### config.mk
export PLATFORM = sky130hd
export DESIGN_NAME = autopoll_sched
export DESIGN_NICKNAME = d
export VERILOG_FILES = /design/src/rtl/autopoll_sched_pkg.sv /design/src/rtl/lsb_prienc.sv /design/src/rtl/poll_target_sel.sv /design/src/rtl/autopoll_sched.sv
export SDC_FILE = /design/constraint.sdc
export NUM_CORES = 1
export LEC_CHECK = 0
export ABC_CLOCK_PERIOD_IN_PS = 2800
export CAP_MARGIN = 20
export CORE_ASPECT_RATIO = 1.25
export CORE_MARGIN = 2
export CORE_UTILIZATION = 30
export DETAILED_ROUTE_END_ITERATION = 10
export DONT_BUFFER_PORTS = 1
export GPL_TIMING_DRIVEN = 0
export HOLD_SLACK_MARGIN = 0.12
export SYNTH_ARGS = -nofsm -noshare
export SYNTH_HDL_FRONTEND = slang
export SYNTH_SLANG_ARGS = --single-unit
### constraint.sdc
create_clock -name clk -period 2.8 [get_ports clk]
set_input_delay 0.14 -clock clk [delete_from_list [all_inputs] [get_ports clk]]
set_output_delay 0.14 -clock clk [all_outputs]
set_load 0.05 [all_outputs]
### src/rtl/autopoll_sched_pkg.sv
package autopoll_sched_pkg;

   typedef enum logic [1:0] {
      LAUNCH_NONE = 2'd0,
      LAUNCH_SRQ  = 2'd1,
      LAUNCH_IDLE = 2'd2
   } launch_e;

endpackage

### src/rtl/lsb_prienc.sv
module lsb_prienc #(
   parameter int N     = 16,
   parameter int IDX_W = (N > 1) ? $clog2(N) : 1
) (
   input  logic [N-1:0]     req,
   output logic [IDX_W-1:0] idx,
   output logic             hit
);

   always_comb begin
      idx = '0;
      for (int i = N - 1; i >= 0; i--) begin
         if (req[i]) idx = IDX_W'(i);
      end
      hit = |req;
   end

endmodule

### src/rtl/poll_target_sel.sv
module poll_target_sel #(
   parameter int ADDR_W = 4,
   localparam int NDEV  = 1 << ADDR_W
) (
   input  logic [NDEV-1:0]   mask_eff,
   input  logic [ADDR_W-1:0] ref_addr,
   output logic [ADDR_W-1:0] srq_addr,
   output logic [ADDR_W-1:0] low_addr,
   output logic              any_listed
);

   logic [NDEV-1:0]   above;
   logic [ADDR_W-1:0] above_idx;
   logic              above_hit;

   for (genvar g = 0; g < NDEV; g++) begin : g_above
      assign above[g] = (ADDR_W'(g) > ref_addr);
   end

   lsb_prienc #(.N(NDEV), .IDX_W(ADDR_W)) above_enc_i (
      .req (mask_eff & above),
      .idx (above_idx),
      .hit (above_hit)
   );

   lsb_prienc #(.N(NDEV), .IDX_W(ADDR_W)) low_enc_i (
      .req (mask_eff),
      .idx (low_addr),
      .hit (any_listed)
   );

   assign srq_addr = above_hit ? above_idx : low_addr;

endmodule

### src/rtl/autopoll_sched.sv
module autopoll_sched
   import autopoll_sched_pkg::*;
#(
   parameter int          ADDR_W  = 4,
   parameter int          OP_W    = 4,
   parameter logic [OP_W-1:0] TALK_OP = 4'hC,
   localparam int         NDEV    = 1 << ADDR_W,
   localparam int         CMD_W   = ADDR_W + OP_W
) (
   input  logic             clk,
   input  logic             rst_n,
   input  logic [NDEV-1:0]  poll_mask,
   input  logic [CMD_W-1:0] last_cmd,
   input  logic             srq_pulse,
   input  logic             bus_idle,
   input  logic             cmd_ready,
   output logic             cmd_valid,
   output logic [CMD_W-1:0] cmd_byte
);

   if (ADDR_W < 1 || ADDR_W > 8) begin : g_bad_addr_w
      $error("autopoll_sched: ADDR_W must lie in 1..8");
   end
   if (OP_W < 1) begin : g_bad_op_w
      $error("autopoll_sched: OP_W must be at least 1");
   end

   logic [NDEV-1:0]   mask_eff;
   logic [ADDR_W-1:0] last_addr;
   logic [OP_W-1:0]   last_op;
   logic [ADDR_W-1:0] srq_addr;
   logic [ADDR_W-1:0] low_addr;
   logic              any_listed;
   logic              idle_covered;
   logic              srq_want;
   logic              idle_want;
   logic              srq_pend;
   launch_e           launch;

   assign mask_eff  = poll_mask & ~NDEV'(1);
   assign last_addr = last_cmd[CMD_W-1 -: ADDR_W];
   assign last_op   = last_cmd[OP_W-1:0];

   poll_target_sel #(.ADDR_W(ADDR_W)) sel_i (
      .mask_eff   (mask_eff),
      .ref_addr   (last_addr),
      .srq_addr   (srq_addr),
      .low_addr   (low_addr),
      .any_listed (any_listed)
   );

   assign idle_covered = (last_op == TALK_OP) && mask_eff[last_addr];
   assign srq_want     = (srq_pulse || srq_pend) && any_listed;
   assign idle_want    = bus_idle && any_listed && !idle_covered;

   always_comb begin
      launch = LAUNCH_NONE;
      if (!cmd_valid) begin
         if (srq_want)       launch = LAUNCH_SRQ;
         else if (idle_want) launch = LAUNCH_IDLE;
      end
   end

   always_ff @(posedge clk) begin
      if (!rst_n) begin
         cmd_valid <= 1'b0;
         cmd_byte  <= '0;
         srq_pend  <= 1'b0;
      end else begin
         if (!any_listed)               srq_pend <= 1'b0;
         else if (launch == LAUNCH_SRQ) srq_pend <= 1'b0;
         else if (srq_pulse)            srq_pend <= 1'b1;

         if (cmd_valid && cmd_ready) begin
            cmd_valid <= 1'b0;
         end else if (launch != LAUNCH_NONE) begin
            cmd_valid <= 1'b1;
            cmd_byte  <= {(launch == LAUNCH_SRQ) ? srq_addr : low_addr, TALK_OP};
         end
      end
   end

endmodule

==> flow_metrics.env <==
export IMPL_whs_ns=0.130
export IMPL_nNetsFinal=174
export IMPL_synth_edff_count=0
export IMPL_crit_slowest_cell="o21ai_0"
export IMPL_die_h_um=69.9
export IMPL_coreArea_um2=3250
export IMPL_antennaDiodeCount=0
export IMPL_maxCapViolCount=0
export IMPL_cts_resized=0
export IMPL_crit_path_max_fanout=10
export IMPL_rows=23
export IMPL_cp_required_ns=2.96
export IMPL_worstMarginPinSlew_ns=0.636
export IMPL_vias=1145
export IMPL_io_buffers=0
export IMPL_io_pins=38
export IMPL_power_frac_seq_pct=34.1
export IMPL_power_switching_mw=0.166
export IMPL_fin_tns_setup_ns=0
export IMPL_cts_buffers=3
export IMPL_wl_per_cell_um=16.6
export IMPL_tritoncts="built"
export IMPL_place_congestion=0.848
export IMPL_ir_worst_vdd_mv=0.252
export IMPL_via_per_inst=6.33
export IMPL_cts_sinks=7
export IMPL_ant_nets=0
export IMPL_total_power_mw=0.443
export IMPL_grt_pass1_vias=1128
export IMPL_crit_path_frequent_cell="o21ai_0"
export IMPL_slew_viol_final=0
export IMPL_timing_slew_headroom_pct=57.6
export IMPL_syn_to_final_growth_pct=10.1
export IMPL_worst_setup_path_start_kind="input pin"
export IMPL_synth_distinct_cells=48
export IMPL_multi_input_area_um2=826
export IMPL_p_leak_nw=0.417
export IMPL_power_combinational_fraction_pct=33.3
export IMPL_cp_cell_sequence="buf_6, clkbuf_1, a21boi_0, o21ai_0, nand4_1, o21ai_0, o311ai_0, a31oi_1"
export IMPL_async_reset_ff_share_pct=0
export IMPL_min_period_over_period_pct=76.5
export IMPL_fillers=342
export IMPL_fmax_mhz=467
export IMPL_cp_data_arrival_time_ns=2.30
export IMPL_postSynthAreaPerCell_um2=7.55
export IMPL_post_dp_cell_area_um2=1090
export IMPL_final_layout_size_suffix_gt1_share_pct=11.1
export IMPL_synth_area_um2=1040
export IMPL_fp_dieW_um=56.7
export IMPL_cpLargestDelayFamily="compound AO/OA/AOI/OAI gates"
export IMPL_hpwl_um=2390
export IMPL_setup_viol=0
export IMPL_grt_max_degree=11
export IMPL_clockBufferDepth=2
export IMPL_cts_max_level=1
export IMPL_track_usage_pct=15.5
export IMPL_dieArea_um2=3960
export IMPL_outcome="finished, final reports clean"
export IMPL_drt_pass1_iterations=4
export IMPL_p_int_mw=0.278
export IMPL_endpoint_kind="flop"
export IMPL_p_clk_share_pct=32.6
export IMPL_post_route_util_pct=35.3
export IMPL_final_min_clock_period_ns=2.14
export IMPL_fin_skew_ns=0.00177
export IMPL_cts_clk_slew_worst_paths_ns=0.04
export IMPL_grt_pass1_wl_um=4960
export IMPL_p_sw_share_pct=37.4
export IMPL_critical_path_max_stage_delay_ns=0.50
export IMPL_ys_seq_area_share_pct=13.4
export IMPL_antenna_found_initial=0
export IMPL_regArea_um2=140
export IMPL_powerDensity_nw_per_um2=386
export IMPL_drtIter0Drc=60
export IMPL_hold_violations=0
export IMPL_yosys_warnings=0
export IMPL_rsz0062_at_grt="false"
export IMPL_clkLatencyLatePin_ns=0.23
export IMPL_hold_class="input pin to flop"
export IMPL_initial_core_util_pct=32.1
export IMPL_crit_buf_inv=2
export IMPL_cts_root_buf="clkbuf_8"
export IMPL_crit_type="input pin to flop"
export IMPL_wirelength_um=3000
export IMPL_synth_cells=138
export IMPL_ys_ff_latch=7
export IMPL_grt_overflow_total=0
export IMPL_drc=0
export IMPL_synth_ff_type="dfxtp_1"
export IMPL_finalInstanceArea_um2=1150
==> per-layer routing <==
layer	vias to the layer above	track usage (%)	wire length, um
li1	545	-	-
met1	529	19.2	1190
met2	68	25.6	1380
met3	3	3.89	387
met4	0	5.56	36
met5	-	0	0
==> cell type report <==
| type | count | area share, % |
|---|---|---|
| Multi-Input combinational cell | 116 | 72.0 |
| Buffer | 8 | 4.36 |
| Timing Repair Buffer | 1 | 0.872 |
| Sequential cell | 7 | 12.2 |
| Inverter | 8 | 2.62 |
| Tap cell | 37 | 4.03 |
| Clock buffer | 4 | 3.93 |
==> cell usage in the layout (no fill, tap or decap), types with 2 or more instances in the layout <==
cell / count
a2111oi_0: 2
a211oi_1: 2
a21boi_0: 4
a21oi_1: 7
a2bb2oi_1: 2
a31oi_1: 4
and2_1: 2
buf_4: 3
clkbuf_1: 4
clkbuf_8: 3
conb_1: 2
dfxtp_1: 7
inv_1: 8
mux2i_1: 4
mux4_2: 3
nand2_1: 7
nand2b_1: 6
nand3_1: 4
nor2_1: 12
nor2b_1: 6
nor3_1: 7
o211ai_1: 2
o21a_1: 3
o21ai_0: 10
o21ba_2: 2
o31ai_1: 2
or4_1: 3
==> sequential cells by signal, summed over array words and instances (netlist names) <==
| signal | count |
|---|---|
| cmd_byte | 5 |
| cmd_valid | 1 |
| srq_pend | 1 |
==> path summary, 6_finish.rpt <==
path,from,to,slack (ns),depth (start not counted)
hold reg to reg,srq_pend,srq_pend,0.60,2
setup reg to reg,cmd_valid,cmd_byte[5],1.02,4
setup / recovery,last_cmd[5],cmd_byte[5],0.66,8
hold / removal,cmd_ready,cmd_valid,0.13,2
==> cells by family (layout without fill, tap and decap cells) <==
| logic type | after synthesis | after routing | synth area share, % |
|---|---|---|---|
| AOI/OAI and AO/OA | 53 | 53 | 38.2 |
| buffers and inverters | 16 | 21 | 7.68 |
| DFF | 7 | 7 | 13.4 |
| muxes | 8 | 8 | 12.8 |
| other | 1 | 2 | 0.360 |
| and+or+nand+nor | 53 | 53 | 27.5 |
==> stage by stage <==
| stage | std cells | setup WS, ns |
|---|---|---|
| floorplan | 139 | 0.689 |
| global placement | 176 | 0.475 |
| detailed placement | 176 | 0.441 |
| CTS | 181 | 0.687 |
| global route | 181 | 0.398 |
| finish | 181 | 0.659 |
==> what timing repair did <==
item	in CTS	in global routing
hold endpoints to repair	7	0
buffers inserted	0	0
hold buffers	1	0
==> power by group through the flow <==
stage	Combinational (mW)	Sequential (mW)	Clock, mW
floorplan	0.122	0.151	0
detailed placement	0.143	0.153	0
finish	0.147	0.151	0.145
global placement	0.140	0.153	0
CTS	0.146	0.152	0.149
global route	0.164	0.153	0.152
==> cell usage after synthesis (all sizes together) (5+ instances only) <==
master	number	area share, %
a21oi	7	3.4
o21ai	10	4.8
nor2b	6	3.6
buf	5	3.7
inv	8	2.9
nand2	7	2.5
nor2	12	4.3
nor3	7	3.4
dfxtp	7	13
nand2b	6	3.6
Power figures use the tool's default switching activity.
